[config.mk]
export PLATFORM = sky130hd
export DESIGN_NAME = pkt_boot_loader
export DESIGN_NICKNAME = d
export VERILOG_FILES = /design/src/rtl/boot_ldr_pkg.sv /design/src/rtl/boot_word_packer.sv /design/src/rtl/boot_region_guard.sv /design/src/rtl/boot_seq_ctrl.sv /design/src/rtl/pkt_boot_loader.sv
export SDC_FILE = /design/constraint.sdc
export NUM_CORES = 1
export LEC_CHECK = 0
export BUFFER_PORTS_ARGS = -buffer_cell sky130_fd_sc_hd__buf_2
export CAP_MARGIN = 5
export CORE_MARGIN = 3
export CORE_UTILIZATION = 30
export CTS_CLUSTER_DIAMETER = 120
export DETAILED_ROUTE_END_ITERATION = 10
export GPL_ROUTABILITY_DRIVEN = 0
export SYNTH_ARGS = -nofsm -noshare
export SYNTH_HDL_FRONTEND = slang
export SYNTH_SLANG_ARGS = --single-unit
[constraint.sdc]
create_clock -name clk -period 2.55 [get_ports clk]
set_clock_uncertainty 0.2 [all_clocks]
set_input_delay 0.1275 -clock clk [delete_from_list [all_inputs] [get_ports clk]]
set_output_delay 0.1275 -clock clk [all_outputs]
set_load 0.01 [all_outputs]
[src/rtl/boot_ldr_pkg.sv]
package boot_ldr_pkg;

  typedef enum logic [2:0] {
    ST_HUNT,
    ST_SKIP,
    ST_PARAM,
    ST_DATA,
    ST_WRITE,
    ST_JUMP,
    ST_DONE
  } ldr_state_e;

  // true when addr falls within glen bytes above either window base
  function automatic logic addr_in_guard(input logic [31:0] addr,
                                         input logic [31:0] base_a,
                                         input logic [31:0] base_b,
                                         input logic [31:0] glen);
    logic [31:0] off_a;
    logic [31:0] off_b;
    off_a = addr - base_a;
    off_b = addr - base_b;
    return (off_a < glen) || (off_b < glen);
  endfunction

  // address of the word that follows addr
  function automatic logic [31:0] next_word_addr(input logic [31:0] addr);
    return addr + 32'd4;
  endfunction

  // place byte b into lane of a partially built little-endian word
  function automatic logic [23:0] lane_insert(input logic [23:0] acc,
                                              input logic [1:0]  lane,
                                              input logic [7:0]  b);
    logic [23:0] r;
    r = acc;
    case (lane)
      2'd0:    r[7:0]   = b;
      2'd1:    r[15:8]  = b;
      default: r[23:16] = b;
    endcase
    return r;
  endfunction

endpackage

[src/rtl/boot_word_packer.sv]
module boot_word_packer #(
  parameter int PKT_BYTES = 64,
  localparam int WORDS    = PKT_BYTES / 4,
  localparam int BCW      = $clog2(PKT_BYTES),
  localparam int WIW      = $clog2(WORDS)
) (
  input  logic           clk,
  input  logic           rst_n,
  input  logic           byte_fire,
  input  logic [7:0]     byte_in,
  output logic           word_vld,
  output logic [31:0]    word_q,
  output logic [WIW-1:0] word_idx,
  output logic           word_last
);
  import boot_ldr_pkg::*;

  localparam logic [BCW-1:0] LAST_BYTE = BCW'(PKT_BYTES - 1);

  logic [BCW-1:0] byte_cnt;
  logic [23:0]    acc;
  logic [1:0]     lane;

  assign lane = byte_cnt[1:0];

  always_ff @(posedge clk or negedge rst_n) begin
    if (!rst_n) begin
      byte_cnt  <= '0;
      acc       <= '0;
      word_vld  <= 1'b0;
      word_q    <= '0;
      word_idx  <= '0;
      word_last <= 1'b0;
    end else begin
      word_vld <= 1'b0;
      if (byte_fire) begin
        if (lane == 2'd3) begin
          word_q    <= {byte_in, acc};
          word_vld  <= 1'b1;
          word_idx  <= byte_cnt[BCW-1:2];
          word_last <= (byte_cnt == LAST_BYTE);
        end else begin
          acc <= lane_insert(acc, lane, byte_in);
        end
        byte_cnt <= (byte_cnt == LAST_BYTE) ? '0 : byte_cnt + 1'b1;
      end
    end
  end

endmodule

[src/rtl/boot_region_guard.sv]
module boot_region_guard #(
  parameter logic [31:0] RAM_BASE    = 32'h3000_0000,
  parameter logic [31:0] ALIAS_BASE  = 32'h0000_0000,
  parameter logic [31:0] GUARD_BYTES = 32'h0000_1000
) (
  input  logic [31:0] addr,
  output logic        hit
);
  import boot_ldr_pkg::*;

  always_comb hit = addr_in_guard(addr, RAM_BASE, ALIAS_BASE, GUARD_BYTES);

endmodule

[src/rtl/boot_seq_ctrl.sv]
module boot_seq_ctrl #(
  parameter int          WIW   = 4,
  parameter logic [31:0] MAGIC = 32'hF000_0000
) (
  input  logic           clk,
  input  logic           rst_n,
  input  logic           word_vld,
  input  logic [31:0]    word_q,
  input  logic [WIW-1:0] word_idx,
  input  logic           word_last,
  input  logic           guard_hit,
  input  logic           mem_wr_ack,
  output logic [31:0]    cur_addr,
  output logic [31:0]    wr_data,
  output logic           wr_en,
  output logic           jump_pulse,
  output logic [31:0]    start_addr,
  output logic           err_flag,
  output logic           take_bytes
);
  import boot_ldr_pkg::*;

  ldr_state_e  state;
  logic [31:0] pkts_left;
  logic        pkt_end_q;

  assign wr_en      = (state == ST_WRITE);
  assign jump_pulse = (state == ST_JUMP);
  assign take_bytes = (state == ST_HUNT) || (state == ST_SKIP) ||
                      (state == ST_PARAM) || (state == ST_DATA);

  always_ff @(posedge clk or negedge rst_n) begin
    if (!rst_n) begin
      state      <= ST_HUNT;
      pkts_left  <= '0;
      pkt_end_q  <= 1'b0;
      cur_addr   <= '0;
      wr_data    <= '0;
      start_addr <= '0;
      err_flag   <= 1'b0;
    end else begin
      case (state)
        ST_HUNT: if (word_vld) begin
          state <= (word_q == MAGIC) ? ST_PARAM : ST_SKIP;
        end
        ST_SKIP: if (word_vld && word_last) begin
          state <= ST_HUNT;
        end
        ST_PARAM: if (word_vld) begin
          if (word_idx == WIW'(1)) pkts_left  <= word_q;
          if (word_idx == WIW'(2)) cur_addr   <= word_q;
          if (word_idx == WIW'(3)) start_addr <= word_q;
          if (word_last) state <= (pkts_left == '0) ? ST_JUMP : ST_DATA;
        end
        ST_DATA: if (word_vld) begin
          wr_data   <= word_q;
          pkt_end_q <= word_last;
          if (guard_hit) begin
            err_flag <= 1'b1;
            cur_addr <= next_word_addr(cur_addr);
            if (word_last) begin
              pkts_left <= pkts_left - 32'd1;
              if (pkts_left == 32'd1) state <= ST_JUMP;
            end
          end else begin
            state <= ST_WRITE;
          end
        end
        ST_WRITE: if (mem_wr_ack) begin
          cur_addr <= next_word_addr(cur_addr);
          if (pkt_end_q) begin
            pkts_left <= pkts_left - 32'd1;
            state     <= (pkts_left == 32'd1) ? ST_JUMP : ST_DATA;
          end else begin
            state <= ST_DATA;
          end
        end
        ST_JUMP: state <= ST_DONE;
        default: state <= ST_DONE;
      endcase
    end
  end

endmodule

[src/rtl/pkt_boot_loader.sv]
module pkt_boot_loader #(
  parameter int          PKT_BYTES   = 64,
  parameter logic [31:0] MAGIC       = 32'hF000_0000,
  parameter logic [31:0] RAM_BASE    = 32'h3000_0000,
  parameter logic [31:0] ALIAS_BASE  = 32'h0000_0000,
  parameter logic [31:0] GUARD_BYTES = 32'h0000_1000,
  localparam int WIW = $clog2(PKT_BYTES / 4)
) (
  input  logic        clk,
  input  logic        rst_n,
  input  logic        in_valid,
  input  logic [7:0]  in_data,
  output logic        in_ready,
  output logic        mem_wr_en,
  output logic [31:0] mem_wr_addr,
  output logic [31:0] mem_wr_data,
  input  logic        mem_wr_ack,
  output logic        jump_valid,
  output logic [31:0] jump_addr,
  output logic        prot_err
);

  // named internal events
  logic           byte_fire;
  logic           word_vld;
  logic [31:0]    word_q;
  logic [WIW-1:0] word_idx;
  logic           word_last;
  logic           guard_hit;
  logic           take_bytes;
  logic [31:0]    cur_addr;

  assign in_ready  = take_bytes && !word_vld;
  assign byte_fire = in_valid && in_ready;

  boot_word_packer #(.PKT_BYTES(PKT_BYTES)) u_packer (
    .clk       (clk),
    .rst_n     (rst_n),
    .byte_fire (byte_fire),
    .byte_in   (in_data),
    .word_vld  (word_vld),
    .word_q    (word_q),
    .word_idx  (word_idx),
    .word_last (word_last)
  );

  boot_region_guard #(
    .RAM_BASE    (RAM_BASE),
    .ALIAS_BASE  (ALIAS_BASE),
    .GUARD_BYTES (GUARD_BYTES)
  ) u_guard (
    .addr (cur_addr),
    .hit  (guard_hit)
  );

  boot_seq_ctrl #(.WIW(WIW), .MAGIC(MAGIC)) u_ctrl (
    .clk        (clk),
    .rst_n      (rst_n),
    .word_vld   (word_vld),
    .word_q     (word_q),
    .word_idx   (word_idx),
    .word_last  (word_last),
    .guard_hit  (guard_hit),
    .mem_wr_ack (mem_wr_ack),
    .cur_addr   (cur_addr),
    .wr_data    (mem_wr_data),
    .wr_en      (mem_wr_en),
    .jump_pulse (jump_valid),
    .start_addr (jump_addr),
    .err_flag   (prot_err),
    .take_bytes (take_bytes)
  );

  assign mem_wr_addr = cur_addr;

endmodule

=== Yosys cells after proc, flatten, opt, wreduce, memory -nomap -nowiden ===
Index checks and enable logic that the tools add are counted.

* Add/subtract/negate cells: 4
* Magnitude comparators: 2
* Equal/unequal tests: 26
* Muxes and demuxes: 31
* Bitwise operators: 2
* Reductions and logical operators: 23

{| class="wikitable"
|+ Operators by type and width
! operator !! number
|-
| 2-to-1 mux 32 bit || 12
|-
| case mux 32 bit (3 select lines) || 2
|-
| < comparator 32 x 13 -> 1 bit (second input constant) || 2
|-
| 2-to-1 mux 3 bit || 12
|-
| adder 32 x 3 -> 32 bit (second input constant) || 1
|-
| equality test 32 x 1 -> 1 bit (second input constant) || 1
|-
| equality test 32 bit (second input constant) || 1
|-
| zero test 32 bit || 1
|-
| subtractor 32 x 1 -> 32 bit (second input constant) || 1
|-
| subtractor 32 x 30 -> 32 bit (second input constant) || 1
|-
| inequality test 2 bit (second input constant) || 9
|-
| AND reduction 8 bit || 2
|-
| case mux 3 bit (5 select lines) || 1
|-
| AND reduction 3 bit || 5
|-
| equality test 4 x 2 -> 1 bit (second input constant) || 2
|-
| adder 6 x 1 -> 6 bit (second input constant) || 1
|-
| equality test 3 x 2 -> 1 bit (second input constant) || 2
|-
| equality test 3 bit (second input constant) || 2
|-
| equality test 6 bit (second input constant) || 1
|-
| 2-to-1 mux 6 bit || 1
|-
| inequality test 3 bit (second input constant) || 2
|-
| AND reduction 6 bit || 1
|-
| equality test 4 x 1 -> 1 bit (second input constant) || 1
|-
| logical OR 1 bit || 4
|-
| other kinds (14) || 20
|}

* Flip-flop bits (word level): 201
* Bits of input ports: 12
* Output and inout bits: 100
* Logic and storage cells: 103

=== Depth between registers and ports, before layout ===
Gate-level depths: netlist (run 1).

* Depth after elaboration: 7
* Gate-level depth with buffers: 11
* Mapped depth without buffers: 7

=== Hierarchy ===
Synthesis (run 1) repeated with hierarchy kept, for this count alone.

* Cell total of the unflattened synthesis: 864
* Area total of the unflattened synthesis: 9748.1 µm²

{| class="wikitable"
|+ By module, submodules not included
! module !! instances !! cells each !! area each (µm²) !! sequential area each (µm²)
|-
| boot_seq_ctrl || 1 || 687 || 6885.4 || 3328.2
|-
| boot_word_packer || 1 || 168 || 2793.9 || 1701.6
|-
| boot_region_guard || 1 || 7 || 53.8 || 0.0
|-
| pkt_boot_loader || 1 || 2 || 15.0 || 0.0
|}

=== Worst setup path after synthesis (run 1) ===
OpenSTA, ideal clock, no wires.

* Path kind: register -> register
* Start: reg u_ctrl.pkts_left[0]
* End: reg u_ctrl.pkts_left[30]
* Library setup time: 0.079 ns
* Data arrival time: 2.149 ns
* Data required time: 2.271 ns
* Path slack: 0.121 ns
* Cell stages (with the launch flop): 9
* Path buffers: 1
* Period minus slack after synthesis: 2.429 ns
* Cell sequence: dfrtp_1 > inv_1 > ha_1 > nor3b_1 > and3_1 > buf_1 > nand4_1 > a211oi_1 > a2bb2oi_1

* Word-level cells in the longest chain between the ends: 5
* Elaborated cells between the ends (all ways): 7
* Those cells by class: 1 x add/sub; 6 x mux

{| class="wikitable"
|+ Ends and longest elaborated chain
! item !! RTL line !! source
|-
| from (decl) || boot_seq_ctrl.sv:24 || <nowiki>logic [31:0] pkts_left;</nowiki>
|-
| from (signal assigned) || boot_seq_ctrl.sv:50 || <nowiki>if (word_idx == WIW'(1)) pkts_left <= word_q;</nowiki>
|-
| from (signal assigned) || boot_seq_ctrl.sv:62 || <nowiki>pkts_left <= pkts_left - 32'd1;</nowiki>
|-
| from (signal assigned) || boot_seq_ctrl.sv:72 || <nowiki>pkts_left <= pkts_left - 32'd1;</nowiki>
|-
| subtractor 32 x 1 -> 32 bit * || boot_seq_ctrl.sv:62, boot_seq_ctrl.sv:72 ||
|-
| 2-to-1 mux 32 bit || boot_seq_ctrl.sv:61 || <nowiki>if (word_last) begin</nowiki>
|-
| 2-to-1 mux 32 bit || boot_seq_ctrl.sv:58 || <nowiki>if (guard_hit) begin</nowiki>
|-
| 2-to-1 mux 32 bit || boot_seq_ctrl.sv:55 || <nowiki>ST_DATA: if (word_vld) begin</nowiki>
|-
| case mux 32 bit (3 select lines) * || boot_seq_ctrl.sv:42 || <nowiki>case (state)</nowiki>
|}

Every way passes the cells marked *; elsewhere a longest branch is shown, timed or not. The select of a mux whose other input is x is not followed.
A chain may end at the register's enable or synchronous reset.

=== Worst setup path in the final report (run 1) ===
* Start: reg u_ctrl.pkts_left[25]
* End: reg u_ctrl.state[1]

* Word-level cells in the longest chain between the ends: 5
* Elaborated cells between the ends (all ways): 11
* Those cells by class: 2 x eq/ne; 7 x mux; 2 x reduce/logical

{| class="wikitable"
|+ Ends and longest elaborated chain
! item !! RTL line !! source
|-
| equality test 32 x 1 -> 1 bit / zero test 32 bit (equally long branches) || boot_seq_ctrl.sv:63, boot_seq_ctrl.sv:73, boot_seq_ctrl.sv:53 ||
|-
| 2-to-1 mux 3 bit, on equally long branches || boot_seq_ctrl.sv:73, boot_seq_ctrl.sv:53 ||
|-
| 2-to-1 mux 3 bit, on equally long branches || boot_seq_ctrl.sv:71, boot_seq_ctrl.sv:53 ||
|-
| 2-to-1 mux 3 bit, on equally long branches || boot_seq_ctrl.sv:69, boot_seq_ctrl.sv:49 ||
|-
| case mux 3 bit (5 select lines) || boot_seq_ctrl.sv:42 ||
|-
| to (signal assigned) || boot_seq_ctrl.sv:44 || <nowiki>state <= (word_q == MAGIC) ? ST_PARAM : ST_SKIP;</nowiki>
|-
| to (signal assigned) || boot_seq_ctrl.sv:53 || <nowiki>if (word_last) state <= (pkts_left == '0) ? ST_JUMP : ST_DATA;</nowiki>
|-
| to (signal assigned) || boot_seq_ctrl.sv:73 || <nowiki>state <= (pkts_left == 32'd1) ? ST_JUMP : ST_DATA;</nowiki>
|-
| to (decl) || boot_seq_ctrl.sv:23 || <nowiki>ldr_state_e state;</nowiki>
|}

Parallel ways exist; a longest one is shown, timed or not. The select of a mux whose other input is x is not followed.

==> flow_metrics.env, run 1 <==
export IMPL_outcome="finished clean"
export IMPL_grt_max_degree=62
export IMPL_max_freq_mhz=406.2
export IMPL_crit_arrival_ns=2.68
export IMPL_netlist_area_um2=9716
export IMPL_areaGrowthSynthToFinish_pct=25.52
export IMPL_yosysWarningCount=0
export IMPL_slew_headroom_pct=61.51
export IMPL_core_um2=31720
export IMPL_fin_nets=1071
export IMPL_num_rows=65
export IMPL_synth_seq_area_share_pct=51.77
export IMPL_p_comb_share_pct=19.2
export IMPL_initial_utilization_pct=30.63
export IMPL_layout_drive_gt1_share_pct=34.93
export IMPL_dp_hpwl_um=21730
export IMPL_layout_worst_path_cycle_share_pct=96.54
export IMPL_worstPathMaxFanout=4
export IMPL_drt_initial_drc_count=607
export IMPL_switching_share_pct=31.50
export IMPL_ir_drop_uv=450.5
export IMPL_drt_wl_total_um=30570
export IMPL_cap_violations=0
export IMPL_n_antenna_cell=0
export IMPL_die_h_um=186.0
export IMPL_p_per_area_nw_per_um2=792.6
export IMPL_grt_pass1_vias=8230
export IMPL_numPortBuffers=111
export IMPL_track_usage_pct=17.47
export IMPL_post_drt_wl_per_cell_um=20.84
export IMPL_clk_insertion_delay_late_ns=0.53
export IMPL_antenna_left=0
export IMPL_cts_tree="done"
export IMPL_ioPinCount=112
export IMPL_async_reset_ff_share_pct=100.0
export IMPL_seq_area_um2=5030
export IMPL_htreeDepth=1
export IMPL_fp_dieArea_um2=34580
export IMPL_fin_area_um2=12200
export IMPL_cts_made_buffers=24
export IMPL_finalPower_mw=9.667
export IMPL_avgSynthCellArea_um2=11.10
export IMPL_drtPass1Iterations=5
export IMPL_ys_ff_latch=201
export IMPL_grt_overflow_total=0
export IMPL_syn_nets=894
export IMPL_holdCritPathClass="in2reg"
export IMPL_synth_cell_types=59
export IMPL_seq_power_share_pct=46.7
export IMPL_synth_edf_count=0
export IMPL_vias_per_cell=5.662
export IMPL_endpoint_kind="flip-flop"
export IMPL_crit_type="reg2reg"
export IMPL_cp_data_required_time_ns=2.76
export IMPL_clkSlewWorstSetupHoldPaths_ns=0.06
export IMPL_p_leak_nw=5.640
export IMPL_p_clk_share_pct=34.1
export IMPL_tightest_slew_ns=0.5774
export IMPL_max_clock_path_buffers=3
export IMPL_power_switching_mw=3.045
export IMPL_synthCells=875
export IMPL_multi_input_area_um2=4413
export IMPL_drc_errors=0
export IMPL_clock_sink_count=201
export IMPL_fp_dieW_um=186.0
export IMPL_finalCriticalPeriod_ns=2.462
export IMPL_p_int_mw=6.622
export IMPL_num_vias=8306
export IMPL_holdWs_ns=0.2267
export IMPL_synth_ff_type="dfrtp_1"
export IMPL_finalHoldViolCount=0
export IMPL_rsz0062_at_grt="no"
export IMPL_grt_pass1_wl_um=47740
export IMPL_grt_antenna_before_repair=0
export IMPL_fin_tns_setup_ns=0
export IMPL_fill_cells=3091
export IMPL_cts_root_buf="clkbuf_16"
export IMPL_slew_violations=0
export IMPL_cp_start_kind="flip-flop"
export IMPL_setup_viol=0
export IMPL_dpl_instance_area_um2=11290
==> metrics by stage <==
step           cells  setup slack (ns)  utilization (%)
5_1_grt         1467         0.0005720            38.45
2_1_floorplan    875            0.1214                -
4_1_cts         1467           0.07347            38.40
3_5_place_dp    1416           0.07929            35.60
3_3_place_gp    1416            0.1186            35.60
6_report        1467           0.08834            38.45
==> power by group through the flow <==
stage	Sequential, mW	Combinational, mW	Clock [mW]
2_1_floorplan	4.15	1.18	0
3_3_place_gp	4.54	1.81	0
3_5_place_dp	4.56	1.84	0
4_1_cts	4.50	1.86	3.37
5_1_grt	4.59	2.05	3.51
6_report	4.52	1.86	3.29
==> critical path, stage by stage (launching register included) <==
cell	delay (ns)
dfrtp_1	0.41
or4_1	0.64
nor4_2	0.38
a311oi_1	0.21
a211o_1	0.31
a32o_1	0.20
==> synthesized netlist by cell type (6+ instances only) <==
cell       instances  area (µm²)
and2_1             7       43.79
a211oi_1          10       75.07
a21oi_1           28       140.1
inv_1             17       63.81
and4_1             6       52.55
or4_1              7       52.55
or3_1              6       37.54
nor2_1            49       183.9
nor3_1            40       200.2
nand2_1           30       112.6
o21ai_0           29       145.1
nor4_1            16       100.1
mux2_2           125        1408
a31oi_1           38       237.7
ha_1               7       87.58
nand3_1           21       105.1
dfrtp_1          201        5030
buf_1              9       33.78
a41oi_1           12       105.1
clkbuf_1          37       138.9
a2bb2oi_1         12       105.1
o22a_1            17       148.9
nand4_1           17       106.4
o31ai_1           20       150.1
and3_1            18       112.6
o22ai_1           14       87.58
buf_2             11       55.05
==> worst paths after layout <==
path,from,end,slack [ns],cells past startpoint
worst max-delay path,u_ctrl.pkts_left[25],u_ctrl.state[1],0.09,5
worst min-delay path,in_data[5],u_packer.word_q[29],0.23,3
worst max register to register,u_ctrl.pkts_left[25],u_ctrl.state[1],0.09,5
worst min register to register,u_ctrl.wr_data[26],u_ctrl.wr_data[26],0.30,1
max in group asynchronous,rst_n,u_ctrl.cur_addr[20],0.90,4
min in group asynchronous,rst_n,u_ctrl.wr_data[26],0.48,3
==> registers in the layout, indices dropped and copies added (netlist names), 4 cells and up <==
register	flops
u_ctrl.pkts_left	32
u_packer.word_idx	4
u_packer.acc	24
u_ctrl.start_addr	32
u_ctrl.cur_addr	32
u_ctrl.wr_data	32
u_packer.byte_cnt	6
u_packer.word_q	32
==> cell type report <==
cell class              instances  area share (%)
inverters                      17          0.5232
repair buffers                209           11.62
flip-flops and latches        201           41.24
well taps                     402           4.124
clock inverters                 2          0.3180
multi-input cells             599           36.19
clock buffers                  37           5.981
==> layer usage <==
| metal | vias to the layer above | track usage (%) | wire [µm] |
|---|---|---|---|
| li1 | 3716 | - | - |
| met1 | 4135 | 22.77 | 12650 |
| met2 | 379 | 28.24 | 14050 |
| met3 | 76 | 5.316 | 2967 |
| met4 | 0 | 4.975 | 898 |
| met5 | - | 0 | 0 |
==> logic make-up (layout without fill, tap and decap cells) <==
kind of cell             after synthesis  in the layout  synth area share (%)
AND/OR/NAND/NOR                      235            235                 12.96
AO/OA/AOI/OAI                        228            228                 16.39
flip-flops                           201            201                 51.77
multiplexers                         126            126                 14.59
buffers and inverters                 75            265                 3.116
adder cells (fa/ha/maj)                7              7                0.9014
XOR/XNOR                               3              3                0.2705
==> timing repair <==
| item | in CTS | in global routing |
|---|---|---|
| endpoints found under the hold margin | 240 | 0 |
| gates resized for setup | 0 | 3 |
| setup buffers | 0 | 0 |
| hold buffers | 12 | 0 |
| setup endpoints to repair | 0 | 5 |
==> placed cells by master (no fill, tap or decap), types with 6 or more instances in the layout <==
master and count:
a41oi_1 12, ha_1 7, a211oi_1 10, inv_1 17
clkbuf_8 9, buf_12 7, a2bb2oi_1 12, o21ai_0 29
o22ai_1 14, dfrtp_1 201, nor4_1 14, a21oi_1 28
or4_1 7, a31oi_1 37, nor3_1 40, buf_2 110
dlygate4sd3_1 12, nor2_1 48, and4_1 6, clkbuf_16 24
and3_1 17, nand3_1 21, nand4_1 17, or3_1 6
o22a_1 17, nand2_1 30, mux2_2 125, o31ai_1 20
buf_4 79, and2_1 7
Note: power is estimated with default switching activity, not from simulation.
==> run 2, diff against run 1 <==
- CORE_UTILIZATION: 30 -> 45
- PLACE_DENSITY: unset -> 0.71
==> run 2 against run 1 <==
Fmax hardly changed. Non-clock buffer count is 11 lower. Total power is 0.98% lower. Register-to-register slack hardly changed. Critical path type unchanged. Largest power group unchanged. Highest routed layer unchanged.
==> flow_metrics.env, run 2 (synthesis results as in run 1) <==
export IMPL_rsz0062_at_grt="no"
export IMPL_grt_use_met2_pct=41.05
export IMPL_grt_busiest_layer="met2"
export IMPL_numPortBuffers=111
export IMPL_layout_commonest_cell="dfrtp_1"
export IMPL_areaGrowthSynthToFinish_pct=22.73
export IMPL_p_clk_share_pct=33.0
export IMPL_p_per_area_nw_per_um2=802.8
export IMPL_drt_initial_drc_count=828
export IMPL_grt_pass1_wl_um=47520
export IMPL_layout_worst_path_cycle_share_pct=96.61
export IMPL_outcome="finished clean"
export IMPL_drtPass1Iterations=5
export IMPL_r2r_start="u_ctrl.cur_addr[19]"
export IMPL_fin_ws_ns=0.08648
export IMPL_gr_usage_met3_pct=5.238
export IMPL_clock_sink_count=201
export IMPL_grt_met1_usage_pct=34.06
export IMPL_cp_start_kind="flip-flop"
export IMPL_core_um2=21090
export IMPL_power_switching_mw=3.082
export IMPL_drt_wl_total_um=29710
export IMPL_fp_dieW_um=152.9
export IMPL_ir_drop_uv=572.9
export IMPL_crit_arrival_ns=2.66
export IMPL_finalCriticalPeriod_ns=2.464
export IMPL_grt_antenna_before_repair=0
export IMPL_die_h_um=152.9
export IMPL_endpoint_kind="flip-flop"
export IMPL_dp_hpwl_um=20530
export IMPL_clkSlewWorstSetupHoldPaths_ns=0.07
export IMPL_n_antenna_cell=0
export IMPL_slew_headroom_pct=59.69
export IMPL_cp_startpoint="u_ctrl.cur_addr[19]"
export IMPL_htreeDepth=1
export IMPL_cts_made_buffers=22
export IMPL_worstPathMaxFanout=6
export IMPL_slew_violations=0
export IMPL_num_rows=53
export IMPL_seq_power_share_pct=47.5
export IMPL_post_drt_wl_per_cell_um=22.35
export IMPL_holdWs_ns=0.03716
export IMPL_layout_common_cells="201 x dfrtp_1, 125 x mux2_2, 110 x buf_2"
export IMPL_grt_overflow_total=0
export IMPL_max_clock_path_buffers=3
export IMPL_pre_cts_slack_ns=-0.01255
export IMPL_num_vias=8320
export IMPL_crit_type="reg2reg"
export IMPL_switching_share_pct=32.20
export IMPL_cp_data_required_time_ns=2.75
export IMPL_setup_viol=0
export IMPL_grt_pass1_vias=8245
export IMPL_p_leak_nw=5.571
export IMPL_layout_drive_gt1_share_pct=34.63
export IMPL_clk_insertion_delay_late_ns=0.53
export IMPL_p_int_mw=6.490
export IMPL_p_comb_share_pct=19.5
export IMPL_cts_tree="done"
export IMPL_ioPinCount=112
export IMPL_max_freq_mhz=405.9
export IMPL_tightest_slew_ns=0.6028
export IMPL_cap_violations=0
export IMPL_fin_tns_setup_ns=0
export IMPL_fp_dieArea_um2=23390
export IMPL_track_usage_pct=25.07
export IMPL_cts_root_buf="clkbuf_16"
export IMPL_finalHoldViolCount=0
export IMPL_holdCritPathClass="in2async"
export IMPL_antenna_left=0
export IMPL_drc_errors=0
export IMPL_initial_utilization_pct=46.07
export IMPL_vias_per_cell=6.260
export IMPL_fin_nets=1058
export IMPL_grt_max_degree=61
run 2: cell count changes in the layout (fill, tap and decap cells not counted), sizes merged:
cell,previous run,this run
buf,196,186
clkbuf,38,31
clkinv,2,6
clkinvlp,0,2
bufinv,0,1
dlygate4sd3,12,11
run 2: repair_timing:
item / 4_1_cts / 5_1_grt
pin swaps: 0 / 1
hold buffers: 12 / 0
buffers inserted: 0 / 0
resized for setup: 1 / 3
setup endpoints to repair: 1 / 4
hold endpoints to repair: 241 / 0
run 2: worst paths after layout:
check,end,slack (ns),depth (start not counted)
max,u_ctrl.pkts_left[0],0.09,6
min,u_ctrl.pkts_left[17],0.04,3
max reg2reg,u_ctrl.pkts_left[0],0.09,6
min reg2reg,u_ctrl.err_flag,0.28,1
max in group asynchronous,u_ctrl.cur_addr[30],1.78,3
min in group clk,u_packer.acc[12],0.22,3
run 2: layer usage:
metal | up-vias | wire length (µm)
met4 | 0 | 975
li1 | 3684 | -
met3 | 87 | 2876
met5 | - | 0
met1 | 4124 | 11970
met2 | 425 | 13890
run 2: per-stage QoR:
step / cell area (µm²) / total power [mW] / instances / util [%]
global route: 11920 / 9.963 / 1329 / 56.54
CTS: 11910 / 9.567 / 1329 / 56.49
floorplan: 9716 / 5.323 / 875 / -
detailed placement: 11050 / 6.381 / 1278 / 52.40
finish: 11920 / 9.572 / 1329 / 56.54
global placement: 11050 / 6.301 / 1278 / 52.40
run 2: power by group through the flow:
stage	sequential [mW]	clock [mW]	combinational, mW
after CTS	4.51	3.20	1.86
after global routing	4.60	3.32	2.04
after global placement	4.53	0	1.77
after detailed placement	4.56	0	1.82
final	4.54	3.16	1.87
after floorplan	4.15	0	1.18
run 2: area by class of cell:
class                      instances  area (µm²)
timing repair buffer             198        1345
sequential                       201        5030
clock inverter                     9       103.9
tap                              275       344.1
multi-input combinational        599        4417
clock buffer                      30       620.6
inverter                          17       63.81
fill                            1774        9164
run 2: worst max-delay path: stages (launching register included):
cell	delay, ns
dfrtp_1	0.39
nor4_1	0.37
nand4_1	0.24
o41a_1	0.41
or2_1	0.29
buf_4	0.17
o31ai_1	0.27
==> run 3, diff against run 2 <==
- CORE_UTILIZATION: 45 -> 34
- PLACE_DENSITY: 0.71 -> 0.57
- REMOVE_ABC_BUFFERS: unset -> 1
==> run 3 against run 2 <==
Die area is 31% higher. Sequential power hardly changed. Non-clock buffer count is 9 higher. Core utilization is 13 points lower. Combinational power is 4% lower. Worst hold slack better by 0.21 ns. Cell count is 8.7% higher. Via count is 1.3% lower. First-iteration DRC count is 30% lower. Critical path type unchanged. Critical endpoint is now u_ctrl.state[1].
==> flow_metrics.env, run 3 (synthesis results as in run 1) <==
export IMPL_slew_headroom_pct=56.64
export IMPL_clk_insertion_delay_late_ns=0.53
export IMPL_stdcell_count=1444
export IMPL_p_comb_share_pct=17.8
export IMPL_crit_arrival_ns=2.70
export IMPL_endpoint_kind="flip-flop"
export IMPL_numPortBuffers=111
export IMPL_cp_data_required_time_ns=2.76
export IMPL_p_leak_nw=5.674
export IMPL_post_place_cells=1390
export IMPL_layout_commonest_cell="dfrtp_1"
export IMPL_n_antenna_cell=0
export IMPL_grt_antenna_before_repair=0
export IMPL_seq_power_share_pct=45.1
export IMPL_cts_root_buf="clkbuf_16"
export IMPL_finalCriticalPeriod_ns=2.487
export IMPL_utilization_pct=43.89
export IMPL_crit_path_cell_trace="or4_1 -> nor4_4 -> a311oi_1 -> a211o_1 -> a32o_1"
export IMPL_post_drt_wl_per_cell_um=21.17
export IMPL_fp_dieArea_um2=30640
export IMPL_highest_layer="met4"
export IMPL_p_int_mw=6.977
export IMPL_drt_initial_drc_count=579
export IMPL_cts_made_buffers=23
export IMPL_cap_violations=0
export IMPL_outcome="finished clean"
export IMPL_cp_start_kind="flip-flop"
export IMPL_fp_dieW_um=175.0
export IMPL_power_switching_mw=3.084
export IMPL_rsz0062_at_grt="no"
export IMPL_track_usage_pct=19.28
export IMPL_grt_max_degree=66
export IMPL_p_clk_share_pct=37.1
export IMPL_fin_area_um2=12290
export IMPL_htreeDepth=1
export IMPL_tightest_slew_ns=0.6460
export IMPL_setup_viol=0
export IMPL_p_per_area_nw_per_um2=818.5
export IMPL_fin_tns_setup_ns=0
export IMPL_layout_drive_gt1_share_pct=35.55
export IMPL_drtPass1Iterations=5
export IMPL_cp_num_buf_inv=0
export IMPL_grt_overflow_total=0
export IMPL_fin_nets=1068
export IMPL_clock_sink_count=201
export IMPL_layout_worst_path_cycle_share_pct=97.54
export IMPL_max_clock_path_buffers=3
export IMPL_finalHoldViolCount=0
export IMPL_vias_per_cell=5.688
export IMPL_crit_type="reg2reg"
export IMPL_clkSlewWorstSetupHoldPaths_ns=0.07
export IMPL_num_vias=8214
export IMPL_areaGrowthSynthToFinish_pct=26.53
export IMPL_route_met2_wl_um=13830
export IMPL_switching_share_pct=30.66
export IMPL_max_freq_mhz=402.0
export IMPL_num_rows=61
export IMPL_ir_drop_uv=537.5
export IMPL_grt_pass1_vias=7990
export IMPL_cts_tree="done"
export IMPL_slew_violations=0
export IMPL_layout_common_cells="201 x dfrtp_1, 125 x mux2_2, 110 x buf_2"
export IMPL_core_um2=28010
export IMPL_dp_hpwl_um=21210
export IMPL_antenna_left=0
export IMPL_routed_wl_met3_um=2289
export IMPL_ioPinCount=112
export IMPL_critical_path_max_stage_delay_ns=0.61
export IMPL_drc_errors=0
export IMPL_holdCritPathClass="in2reg"
export IMPL_die_h_um=175.0
export IMPL_initial_utilization_pct=34.69
export IMPL_dpl_instance_area_um2=11270
export IMPL_drt_wl_total_um=30560
export IMPL_crit_path_top_delay_cell="or4_1"
export IMPL_finalPower_mw=10.06
export IMPL_critical_path_top_delay_family="simple AND/OR/NAND/NOR gates"
export IMPL_met1_length_um=13650
export IMPL_grt_pass1_wl_um=47180
export IMPL_worstPathMaxFanout=4
run 3: repair_timing:
action                                 in CTS  in global routing
endpoints found under the hold margin     242                  0
setup endpoints to repair                  29                 20
pin swaps                                   0                  1
setup buffers                               0                  0
hold buffers                               12                  0
resized for setup                           3                  5
run 3: layout make-up:
| type | count | area [µm²] |
|---|---|---|
| clock buffer | 27 | 600.6 |
| clock inverter | 15 | 255.2 |
| fill | 2683 | 15720 |
| inverter | 17 | 63.81 |
| multi-input combinational | 599 | 4443 |
| sequential | 201 | 5030 |
| tap | 378 | 473.0 |
| timing repair buffer | 207 | 1428 |
run 3: worst reg2reg max path, stage by stage, from the launching register on:
cell      delay, ns
dfrtp_1        0.41
or4_1          0.61
nor4_4         0.40
a311oi_1       0.25
a211o_1        0.32
a32o_1         0.20
run 3: metrics by stage:
step	hold slack (ns)	setup slack, ns
floorplan	-0.3681	-1.421
global placement	-0.03564	-0.1058
detailed placement	-0.03964	-0.07833
CTS	0.2180	0.01105
global route	0.2471	0.003194
finish	0.2470	0.06265
run 3: worst paths after layout:
check | start | to | slack, ns | cells past startpoint
setup / recovery | u_ctrl.pkts_left[20] | u_ctrl.state[1] | 0.06 | 5
setup reg to reg | u_ctrl.pkts_left[20] | u_ctrl.state[1] | 0.06 | 5
hold / removal | in_data[5] | u_packer.acc[13] | 0.25 | 3
hold reg to reg | u_ctrl.err_flag | u_ctrl.err_flag | 0.28 | 1
max in group asynchronous | rst_n | u_packer.acc[8] | 0.86 | 4
min in group asynchronous | rst_n | u_ctrl.start_addr[19] | 0.48 | 3
run 3: power groups by stage:
stage	Clock [mW]	Combinational, mW	Sequential, mW
3_3_place_gp	0	1.74	4.57
6_report	3.73	1.79	4.54
4_1_cts	3.81	1.80	4.52
5_1_grt	3.93	1.97	4.60
3_5_place_dp	0	1.77	4.58
2_1_floorplan	0	1.15	4.16
run 3: metal layers:
| layer | vias to the layer above | global-route usage (%) |
|---|---|---|
| met5 | - | 0 |
| met4 | 0 | 5.519 |
| met3 | 50 | 3.933 |
| met2 | 313 | 29.90 |
| met1 | 4147 | 27.44 |
| li1 | 3704 | - |
